## src/rtl/atapi_seq_pkg.sv

```systemverilog
package atapi_seq_pkg;

  typedef enum logic [3:0] {
    S_IDLE, S_RST_LO, S_RST_WAIT, S_W_DEV, S_W_FEAT, S_W_BCL, S_W_BCH,
    S_POLL_IDLE, S_W_CMD, S_POLL_DRQ, S_W_PKT, S_WAIT_INT, S_R_FINAL, S_FIN
  } seq_state_e;

  typedef enum logic {PKT_UNLOCK = 1'b0, PKT_EJECT = 1'b1} pkt_kind_e;

  // task-file register indices decoded by the access engine
  localparam logic [2:0] REG_DATA  = 3'd0;
  localparam logic [2:0] REG_FEAT  = 3'd1;
  localparam logic [2:0] REG_BCL   = 3'd4;
  localparam logic [2:0] REG_BCH   = 3'd5;
  localparam logic [2:0] REG_DEV   = 3'd6;
  localparam logic [2:0] REG_STCMD = 3'd7;

  localparam int unsigned ST_BSY = 7;
  localparam int unsigned ST_DRQ = 3;
  localparam int unsigned ST_CHK = 0;

  localparam logic [7:0] OP_PACKET  = 8'hA0;
  localparam logic [7:0] OP_UNLOCK  = 8'h1E;
  localparam logic [7:0] OP_EJECT   = 8'h1B;
  localparam int unsigned EJ_ARG_POS = 4;
  localparam logic [7:0] EJ_ARG_VAL = 8'h02;
  localparam logic [15:0] BCOUNT_FILL = 16'h00FF;

  function automatic logic [7:0] pkt_byte(pkt_kind_e k, int unsigned n);
    if (n == 0) return (k == PKT_EJECT) ? OP_EJECT : OP_UNLOCK;
    if (k == PKT_EJECT && n == EJ_ARG_POS) return EJ_ARG_VAL;
    return 8'h00;
  endfunction

endpackage

```

## src/rtl/atapi_wait_timer.sv

```systemverilog
module atapi_wait_timer #(
  parameter int unsigned TW = 8
) (
  input  logic          clk_i,
  input  logic          rst_ni,
  input  logic          load_i,
  input  logic [TW-1:0] val_i,
  output logic          zero_o
);
  logic [TW-1:0] cnt_q;

  always_ff @(posedge clk_i or negedge rst_ni) begin
    if (!rst_ni)            cnt_q <= '0;
    else if (load_i)        cnt_q <= val_i;
    else if (cnt_q != '0)   cnt_q <= cnt_q - TW'(1);
  end

  assign zero_o = (cnt_q == '0);

  // an expired window stays expired until reloaded
  p_timer_zero_holds_r8: assert property (@(posedge clk_i) disable iff (!rst_ni)
    (zero_o && !load_i) |=> zero_o);

endmodule

```

## src/rtl/atapi_pkt_words.sv

```systemverilog
module atapi_pkt_words
  import atapi_seq_pkg::*;
#(
  parameter int unsigned WORDS = 6,
  parameter int unsigned IW    = 3
) (
  input  pkt_kind_e     kind_i,
  input  logic [IW-1:0] idx_i,
  output logic [15:0]   word_o
);
  logic [15:0] unl_w [WORDS];
  logic [15:0] ej_w  [WORDS];

  for (genvar w = 0; w < WORDS; w++) begin : g_word
    assign unl_w[w] = {pkt_byte(PKT_UNLOCK, 2*w+1), pkt_byte(PKT_UNLOCK, 2*w)};
    assign ej_w[w]  = {pkt_byte(PKT_EJECT,  2*w+1), pkt_byte(PKT_EJECT,  2*w)};
  end

  always_comb begin
    word_o = '0;
    for (int i = 0; i < WORDS; i++) begin
      if (int'(idx_i) == i) word_o = (kind_i == PKT_EJECT) ? ej_w[i] : unl_w[i];
    end
  end

endmodule

```

## src/rtl/atapi_seq_ctrl.sv

```systemverilog
module atapi_seq_ctrl
  import atapi_seq_pkg::*;
#(
  parameter int unsigned TW           = 8,
  parameter int unsigned RST_LOW_CYC  = 8,
  parameter int unsigned RST_WAIT_CYC = 8,
  parameter int unsigned POLL_TO      = 8,
  parameter int unsigned WORDS        = 6,
  parameter int unsigned IW           = 3
) (
  input  logic          clk_i,
  input  logic          rst_ni,
  input  logic          start_i,
  input  logic [1:0]    pkt_sel_i,
  input  logic          ack_i,
  input  logic [7:0]    rdata_i,
  input  logic          intrq_i,
  input  logic          tmr_zero_i,
  output logic          tmr_load_o,
  output logic [TW-1:0] tmr_val_o,
  output pkt_kind_e     kind_o,
  output logic [IW-1:0] idx_o,
  input  logic [15:0]   pkt_word_i,
  output logic          req_o,
  output logic          we_o,
  output logic [2:0]    reg_addr_o,
  output logic [15:0]   wdata_o,
  output logic          dev_rst_no,
  output logic          done_o,
  output logic          err_o
);
  seq_state_e    state_q, state_d;
  logic [IW-1:0] idx_q, idx_d;
  pkt_kind_e     kind_q, kind_d;
  logic          chain_q, chain_d;
  logic          err_q, err_d;

  wire st_idle = !rdata_i[ST_BSY] && !rdata_i[ST_DRQ];
  wire st_drq  = !rdata_i[ST_BSY] &&  rdata_i[ST_DRQ];

  always_comb begin
    state_d    = state_q;
    idx_d      = idx_q;
    kind_d     = kind_q;
    chain_d    = chain_q;
    err_d      = err_q;
    tmr_load_o = 1'b0;
    tmr_val_o  = '0;
    unique case (state_q)
      S_IDLE: if (start_i) begin
        state_d    = S_RST_LO;
        kind_d     = (pkt_sel_i == 2'd1) ? PKT_EJECT : PKT_UNLOCK;
        chain_d    = pkt_sel_i[1];
        err_d      = 1'b0;
        tmr_load_o = 1'b1;
        tmr_val_o  = TW'(RST_LOW_CYC - 1);
      end
      S_RST_LO: if (tmr_zero_i) begin
        state_d    = S_RST_WAIT;
        tmr_load_o = 1'b1;
        tmr_val_o  = TW'(RST_WAIT_CYC - 1);
      end
      S_RST_WAIT: if (tmr_zero_i) state_d = S_W_DEV;
      S_W_DEV:    if (ack_i) state_d = S_W_FEAT;
      S_W_FEAT:   if (ack_i) state_d = S_W_BCL;
      S_W_BCL:    if (ack_i) state_d = S_W_BCH;
      S_W_BCH: if (ack_i) begin
        state_d    = S_POLL_IDLE;
        tmr_load_o = 1'b1;
        tmr_val_o  = TW'(POLL_TO - 1);
      end
      S_POLL_IDLE: if (ack_i) begin
        if (st_idle) state_d = S_W_CMD;
        else if (tmr_zero_i) begin state_d = S_FIN; err_d = 1'b1; end
      end
      S_W_CMD: if (ack_i) begin
        state_d    = S_POLL_DRQ;
        tmr_load_o = 1'b1;
        tmr_val_o  = TW'(POLL_TO - 1);
      end
      S_POLL_DRQ: if (ack_i) begin
        if (st_drq) begin state_d = S_W_PKT; idx_d = '0; end
        else if (tmr_zero_i) begin state_d = S_FIN; err_d = 1'b1; end
      end
      S_W_PKT: if (ack_i) begin
        if (idx_q == IW'(WORDS - 1)) begin
          state_d    = S_WAIT_INT;
          tmr_load_o = 1'b1;
          tmr_val_o  = TW'(POLL_TO - 1);
        end else idx_d = idx_q + IW'(1);
      end
      S_WAIT_INT: begin
        if (intrq_i) state_d = S_R_FINAL;
        else if (tmr_zero_i) begin state_d = S_FIN; err_d = 1'b1; end
      end
      S_R_FINAL: if (ack_i) begin
        if (rdata_i[ST_CHK]) begin state_d = S_FIN; err_d = 1'b1; end
        else if (chain_q) begin
          chain_d    = 1'b0;
          kind_d     = PKT_EJECT;
          state_d    = S_POLL_IDLE;
          tmr_load_o = 1'b1;
          tmr_val_o  = TW'(POLL_TO - 1);
        end else state_d = S_FIN;
      end
      S_FIN:   state_d = S_IDLE;
      default: state_d = S_IDLE;
    endcase
  end

  always_ff @(posedge clk_i or negedge rst_ni) begin
    if (!rst_ni) begin
      state_q <= S_IDLE;
      idx_q   <= '0;
      kind_q  <= PKT_UNLOCK;
      chain_q <= 1'b0;
      err_q   <= 1'b0;
    end else begin
      state_q <= state_d;
      idx_q   <= idx_d;
      kind_q  <= kind_d;
      chain_q <= chain_d;
      err_q   <= err_d;
    end
  end

  always_comb begin
    req_o      = 1'b1;
    we_o       = 1'b1;
    reg_addr_o = REG_STCMD;
    wdata_o    = '0;
    unique case (state_q)
      S_W_DEV:     reg_addr_o = REG_DEV;
      S_W_FEAT:    reg_addr_o = REG_FEAT;
      S_W_BCL:     begin reg_addr_o = REG_BCL; wdata_o = BCOUNT_FILL; end
      S_W_BCH:     begin reg_addr_o = REG_BCH; wdata_o = BCOUNT_FILL; end
      S_W_CMD:     wdata_o = {8'h00, OP_PACKET};
      S_W_PKT:     begin reg_addr_o = REG_DATA; wdata_o = pkt_word_i; end
      S_POLL_IDLE, S_POLL_DRQ, S_R_FINAL: we_o = 1'b0;
      default:     begin req_o = 1'b0; we_o = 1'b0; end
    endcase
  end

  assign kind_o     = kind_q;
  assign idx_o      = idx_q;
  assign dev_rst_no = (state_q != S_RST_LO);
  assign done_o     = (state_q == S_FIN);
  assign err_o      = done_o && err_q;

  p_no_req_at_release_r1: assert property (@(posedge clk_i) disable iff (!rst_ni)
    $rose(dev_rst_no) |-> !req_o);

  p_cmd_after_idle_r3: assert property (@(posedge clk_i) disable iff (!rst_ni)
    ($past(state_q) == S_POLL_IDLE && state_q == S_W_CMD) |->
      (!$past(rdata_i[ST_BSY]) && !$past(rdata_i[ST_DRQ])));

  p_pkt_after_drq_r4: assert property (@(posedge clk_i) disable iff (!rst_ni)
    ($past(state_q) == S_POLL_DRQ && state_q == S_W_PKT) |->
      (!$past(rdata_i[ST_BSY]) && $past(rdata_i[ST_DRQ])));

  p_check_bit_err_r6: assert property (@(posedge clk_i) disable iff (!rst_ni)
    (state_q == S_R_FINAL && ack_i && rdata_i[ST_CHK]) |=> (done_o && err_o));

  p_done_pulse_r9: assert property (@(posedge clk_i) disable iff (!rst_ni)
    done_o |=> !done_o);

  p_err_with_done_r9: assert property (@(posedge clk_i) disable iff (!rst_ni)
    err_o |-> done_o);

  p_req_hold_r10: assert property (@(posedge clk_i) disable iff (!rst_ni)
    (req_o && !ack_i) |=> (req_o && $stable(we_o) && $stable(reg_addr_o) && $stable(wdata_o)));

endmodule

```

## src/rtl/atapi_pkt_seq.sv

```systemverilog
module atapi_pkt_seq
  import atapi_seq_pkg::*;
#(
  parameter int unsigned RST_LOW_CYC  = 20_000_000,
  parameter int unsigned RST_WAIT_CYC = 200_000_000,
  parameter int unsigned POLL_TO      = 1_000_000,
  parameter int unsigned PKT_WORDS    = 6
) (
  input  logic        clk_i,
  input  logic        rst_ni,
  input  logic        start_i,
  input  logic [1:0]  pkt_sel_i,
  output logic        dev_rst_no,
  output logic        req_o,
  output logic        we_o,
  output logic [2:0]  reg_addr_o,
  output logic [15:0] wdata_o,
  input  logic        ack_i,
  input  logic [7:0]  rdata_i,
  input  logic        intrq_i,
  output logic        done_o,
  output logic        err_o
);
  localparam int unsigned MAX_AB = (RST_LOW_CYC > RST_WAIT_CYC) ? RST_LOW_CYC : RST_WAIT_CYC;
  localparam int unsigned MAX_C  = (MAX_AB > POLL_TO) ? MAX_AB : POLL_TO;
  localparam int unsigned TW     = $clog2(MAX_C + 1);
  localparam int unsigned IW     = (PKT_WORDS > 1) ? $clog2(PKT_WORDS) : 1;

  logic          tmr_load, tmr_zero;
  logic [TW-1:0] tmr_val;
  pkt_kind_e     kind;
  logic [IW-1:0] idx;
  logic [15:0]   pkt_word;

  atapi_wait_timer #(.TW(TW)) u_timer (
    .clk_i  (clk_i),
    .rst_ni (rst_ni),
    .load_i (tmr_load),
    .val_i  (tmr_val),
    .zero_o (tmr_zero)
  );

  atapi_pkt_words #(.WORDS(PKT_WORDS), .IW(IW)) u_words (
    .kind_i (kind),
    .idx_i  (idx),
    .word_o (pkt_word)
  );

  atapi_seq_ctrl #(
    .TW(TW), .RST_LOW_CYC(RST_LOW_CYC), .RST_WAIT_CYC(RST_WAIT_CYC),
    .POLL_TO(POLL_TO), .WORDS(PKT_WORDS), .IW(IW)
  ) u_ctrl (
    .clk_i      (clk_i),
    .rst_ni     (rst_ni),
    .start_i    (start_i),
    .pkt_sel_i  (pkt_sel_i),
    .ack_i      (ack_i),
    .rdata_i    (rdata_i),
    .intrq_i    (intrq_i),
    .tmr_zero_i (tmr_zero),
    .tmr_load_o (tmr_load),
    .tmr_val_o  (tmr_val),
    .kind_o     (kind),
    .idx_o      (idx),
    .pkt_word_i (pkt_word),
    .req_o      (req_o),
    .we_o       (we_o),
    .reg_addr_o (reg_addr_o),
    .wdata_o    (wdata_o),
    .dev_rst_no (dev_rst_no),
    .done_o     (done_o),
    .err_o      (err_o)
  );

endmodule

```

## config.mk

```make
export PLATFORM = sky130hd
export DESIGN_NAME = atapi_pkt_seq
export DESIGN_NICKNAME = d
export VERILOG_FILES = /design/src/rtl/atapi_seq_pkg.sv /design/src/rtl/atapi_wait_timer.sv /design/src/rtl/atapi_pkt_words.sv /design/src/rtl/atapi_seq_ctrl.sv /design/src/rtl/atapi_pkt_seq.sv
export SDC_FILE = /design/constraint.sdc
export NUM_CORES = 1
export LEC_CHECK = 0
export BUFFER_PORTS_ARGS = -buffer_cell sky130_fd_sc_hd__buf_2
export CAP_MARGIN = 20
export CORE_MARGIN = 8
export CORE_UTILIZATION = 45
export CTS_CLUSTER_DIAMETER = 80
export DETAILED_ROUTE_END_ITERATION = 10
export PLACE_DENSITY = 0.7
export SYNTH_ARGS = -nofsm -noshare
export SYNTH_HDL_FRONTEND = slang
export SYNTH_HIERARCHICAL = 1
export SYNTH_SLANG_ARGS = --single-unit
```

## constraint.sdc

```tcl
create_clock -name clk_i -period 4.4 [get_ports clk_i]
set_clock_uncertainty 0.1 [all_clocks]
set_input_delay 1.1 -clock clk_i [delete_from_list [all_inputs] [get_ports clk_i]]
set_output_delay 1.1 -clock clk_i [all_outputs]
set_load 0.02 [all_outputs]
```

## Word level (Yosys, flattened, before mapping)

Cells that the tools add are included.

| operators by class | value |
|---|---|
| add/subtract/negate cells | 2 |
| multipliers | 0 |
| div/mod/pow operators | 0 |
| magnitude comparators | 0 |
| equal/unequal tests | 42 |
| shifts and indexed selects | 0 |
| mux-type cells | 77 |
| bitwise logic cells | 0 |
| reductions and logical operators | 22 |

Operators by type and width:

| kind | count |
|---|---|
| $mux W28 | 6 |
| $pmux W28 S5 | 1 |
| $mux W16 | 5 |
| $mux W4 | 19 |
| $mux W20 | 3 |
| $pmux W4 S13 | 1 |
| $pmux W16 S3 | 1 |
| $ne A2 B2 Y1 const B | 18 |
| $logic_not A28 Y1 | 1 |
| $reduce_bool A28 Y1 | 1 |
| $sub A28 B1 Y28 const B | 1 |
| $mux W1 | 27 |
| $mux W25 | 1 |
| $eq A4 B4 Y1 const B | 6 |
| $eq A4 B3 Y1 const B | 4 |
| $eq A3 B3 Y1 const B | 5 |
| $mux W3 | 5 |
| $pmux W3 S5 | 1 |
| $reduce_and A13 Y1 | 1 |
| $pmux W1 S5 | 2 |
| $reduce_and A5 Y1 | 2 |
| $reduce_and A9 Y1 | 1 |
| $reduce_or A9 Y1 | 1 |
| $eq A4 B2 Y1 const B | 2 |
| 19 further kinds | 28 |

| storage, ports and cells | value |
|---|---|
| register bits | 38 |
| bits in latches | 0 |
| bits in writable memories | 0 |
| ROM bits | 0 |
| output and inout bits | 24 |
| logic and storage cells | 149 |
| memories kept | 0 |

## Logic depth before layout (Yosys ltp)

| depth | value |
|---|---|
| depth in word-level cells | 8 |
| mapped depth | 14 |

## Modules after synthesis

Netlist, hierarchy kept.

By module, submodules not included:

| module | instances | cells an instance | area each (um^2) |
|---|---|---|---|
| atapi_wait_timer | 1 | 187 | 1696.6 |
| atapi_seq_ctrl | 1 | 193 | 1366.3 |
| atapi_pkt_words | 1 | 18 | 127.6 |

## Worst setup path before layout

Ideal clock, no wire load.

| timing | value |
|---|---|
| path type | register to register |
| from | reg u_timer.cnt_q[0] |
| to | reg u_timer.cnt_q[19] |
| setup time | 0.095 ns |
| arrival | 3.356 ns |
| required time | 4.205 ns |
| path slack | 0.849 ns |
| stages on the path, launching flop included | 15 |
| buffers on the path | 5 |
| clock period less this slack | 3.551 ns |
| cell sequence | dfrtp_1 > inv_1 > ha_1 > or4b_2 > nor3_1 > and4_1 > buf_2 > buf_2 > mux2i_1 > o41ai_1 > clkbuf_1 > clkbuf_1 > clkbuf_1 > nand2_1 > o31ai_1 |

| between the ends | value |
|---|---|
| word-level cells in the longest chain between the ends | 4 |
| elaborated cells between the ends (all ways) | 10 |

RTL lines:

| item | line | text |
|---|---|---|
| from (decl) | atapi_wait_timer.sv:10 | `logic [TW-1:0] cnt_q;` |
| from (signal assigned) | atapi_wait_timer.sv:14 | `else if (load_i) cnt_q <= val_i;` |
| from (signal assigned) | atapi_wait_timer.sv:15 | `else if (cnt_q != '0) cnt_q <= cnt_q - TW'(1);` |
| $logic_not A28 Y1 * | atapi_wait_timer.sv:18 | `assign zero_o = (cnt_q == '0);` |
| net tmr_zero | atapi_pkt_seq.sv:29 | `logic tmr_load, tmr_zero;` |
| $mux W1 * | atapi_seq_ctrl.sv:58 | `S_RST_LO: if (tmr_zero_i) begin` |
| $pmux W1 S5 * | atapi_seq_ctrl.sv:49 | `unique case (state_q)` |
| net tmr_load | atapi_pkt_seq.sv:29 |  |
| $mux W28 / $reduce_bool A2 Y1 (equally long branches) | -- |  |

The timed path passes the listed nets; every way through them passes the cells marked *. The select of a mux whose other input is x is not followed.
A chain may end at the register's enable or synchronous reset.

## Worst setup path after layout

| timing | value |
|---|---|
| from | reg u_timer.cnt_q[0] |
| to | reg u_timer.cnt_q[15] |

The elaborated chain is that of the path after synthesis.

==> metrics <==
asr flop ratio synth=100.0%; crit path time final=3460 ps; Leak Pwr=1.403 nW; Max Clk Rate=between 200 and 300 MHz; final setup TNS=0 ps; post-cts gate resize count=0; post-DP HPWL=5216 um; Worst Setup End Kind=register; crit-path max FO=33; Setup crit start kind=register; Simple-Gate Fraction of Synth Area=28.78%; Hold Crit Class=register to register; CP dominant cell by count=buf_4; met1 WL=3413 um; # hold bufs at CTS=0; highest routed layer=met4; Rows=30; die height=~100 um; CP max stage cell=or4b_2; sequence of cells on the critical path=inv_1 > ha_1 > or4b_2 > nor3_1 > and4_1 > mux2i_1 > o41ai_2 > buf_4 > buf_4 > nor2_1 > a22o_1; first-pass GRT wire length=12690 um; initial detailed-routing violation count=186; worst hold start=u_ctrl/err_q$_DFFE_PN0P_; Post-synth EDFFs=0; CP Buf/Inv Count=3; WL/cell=15.10 um; crit path DAT=3550 ps; post-route antenna net violation count=0; H-tree depth=2; proportion of synthesized area in mux cells=2.941%; Peak VDD IR=0.0004525 V; Initial Utilization=between 40% and 50%; CTS tree=done; Post-CTS Setup Inserts=0; deepest clock path buffer count=2; Synth Area in XOR/XNOR=about 5.2%; slowest stage delay, CP=620 ps; YS warnings=6; gr ovfl total=0; reg2reg end=u_timer/cnt_q[15]$_DFFE_PN0P_; Total GRT Usage=15.18%; DRC=0; CP required=between 4000 and 5000 ps; vias in the first global route=2645; Routed WL=7308 um; I/O pins=39; GP Congestion=between 0.8 and 0.9; placed cells=~480; largest family of logic cells by synthesized area=simple AND/OR/NAND/NOR gates; CTS root buf=clkbuf_8; Final Non-Filler Cells=between 400 and 500; CTS Buf Count=5; Slew @ Worst Pin=872.6 ps; die area=roughly 10000 sq um; initial antenna violation count=0; Core Region=between 6000 and 7000 sq um; FF+latch count, synth=38; die width=100.2 um; Slew Limit Fails=0; Final setup viols=0; Synth Area in Adders=1.569%; Mean Syn Cell Area=about 8 sq um; Via-to-Cell Ratio=5.626; dominant synthesized flop cell=dfrtp_1; final core occ=approximately 47%; PD cells=around 660 nW/um^2; Post-Syn Area=3191 sq um; commonest cells after routing, fill and taps aside=nand2_1 (51), dfrtp_1 (38), buf_2 (25); Synth cell types=68; commonest non-fill, non-tap cell in the layout=nand2_1; R2R depth=11; nets=a little over 400; reg-to-reg slack, setup=~940 ps; Vias=around 2.7k; Final Hold Fails=0; clk_lat worst skew=290 ps; largest delay contributor family on the critical path=simple AND/OR/NAND/NOR gates; part of the cycle the worst path needs=78.63%; Hold Crit Depth=2; met2 WL=3401 um; ratio of cells with drive above 1 in the final layout=13.40%; largest net degree at the start of global routing=39; Reg2Reg Launch Point=u_timer/cnt_q[0]$_DFFE_PN0P_; Layout area overhead=1.647%; DRT Pass-1 Iters=4; met3 wire len=421 um; Synth Area in Compound Gates=18.82%; Reg clk slew, reported paths=80 ps; sequential area share after synthesis=29.80%; Setup Crit Path Kind=register to register; Hold EP=u_ctrl/err_q$_DFFE_PN0P_; IO buf count=25; Max Cap Violations=0; RSZ-0062 raised after global routing=false; clk sinks=38; antenna fix cells=0; status=finished clean; Slew HR=41.83%; synthesized instance count=398
cells in the mapped netlist (6+ instances only):
cell | number | area share (%)
inv_1 | 9 | 1.1
nor2b_1 | 9 | 1.8
buf_4 | 35 | 8.2
nor4_1 | 8 | 1.6
or4_1 | 11 | 2.6
a21oi_1 | 10 | 1.6
o21ai_0 | 19 | 3.0
and2_1 | 11 | 2.2
nand2_1 | 51 | 6.0
nor3_1 | 10 | 1.6
nand3_1 | 9 | 1.4
nor2_1 | 24 | 2.8
mux2i_1 | 6 | 1.9
nand2b_1 | 10 | 2.0
o21ai_1 | 6 | 0.94
xor2_1 | 8 | 2.2
xnor2_1 | 11 | 3.0
o31ai_1 | 10 | 2.4
clkbuf_1 | 19 | 2.2
dfrtp_1 | 38 | 30
per-stage QoR:
| step | hold WS, ps | total power [mW] | worst slack [ps] | area [sq um] |
|---|---|---|---|---|
| CTS | 386.2 | 2.151 | 961.7 | 3243 |
| global placement | 362.8 | 1.891 | 1048 | 3164 |
| global route | 430.7 | 2.326 | 747.7 | 3243 |
| floorplan | 341.6 | 1.686 | 848.6 | 3232 |
| detailed placement | 368.0 | 1.914 | 975.7 | 3164 |
| finish | 380.6 | 2.148 | 940.1 | 3243 |
logic make-up (layout without fill, tap and decap cells):
family	Yosys count	in the layout
xor gates and xnor gates	19	19
muxes	9	9
adders and majority gates	4	4
buffers and inverters	69	48
AOI/OAI and AO/OA	87	87
and+or+nand+nor	170	170
DFF	38	38
other	2	13
routing by layer:
metal	GRT usage [%]	up-vias
met5	0	-
met1	20.22	1294
met4	3.953	0
li1	-	1348
met2	24.46	75
met3	2.768	6
registers in the layout, indices dropped and copies added (netlist names):
register        count
u_ctrl/chain_q      1
u_ctrl/state_q      4
u_ctrl/err_q        1
u_timer/cnt_q      28
u_ctrl/idx_o        3
u_ctrl/kind_o       1
area by class of cell:
type                    instances  area, sq um
repair buffers                 31        170.2
multi-input cells             302         1886
flip-flops and latches         38        950.9
clock buffers                   5        68.82
clock inverters                 2        10.01
well taps                      96        120.1
fillers                       669         3588
inverters                      10        37.54
tightest hold or removal path: stages (launching register included):
cell and delay [ps]:
dfrtp_1 340, nand2_1 50, o21ai_0 60
how the worst max path moves through the flow:
stage	start	endpoint	cells past startpoint
finish	u_timer/cnt_q[0]$_DFFE_PN0P_	u_timer/cnt_q[15]$_DFFE_PN0P_	11
global route	u_timer/cnt_q[0]$_DFFE_PN0P_	u_timer/cnt_q[12]$_DFFE_PN0P_	12
global placement	u_timer/cnt_q[0]$_DFFE_PN0P_	u_timer/cnt_q[15]$_DFFE_PN0P_	11
CTS	u_timer/cnt_q[0]$_DFFE_PN0P_	u_timer/cnt_q[15]$_DFFE_PN0P_	11
detailed placement	u_timer/cnt_q[0]$_DFFE_PN0P_	u_timer/cnt_q[15]$_DFFE_PN0P_	11
floorplan	u_timer/cnt_q[0]$_DFFE_PN0P_	u_timer/cnt_q[19]$_DFFE_PN0P_	14
report_power, final:
group	internal, mW	switching (mW)
clock network	0.106	0.122
logic	0.495	0.718
registers	0.486	0.221
total	1.09	1.06
No activity file was read; power rests on OpenSTA's default activity.
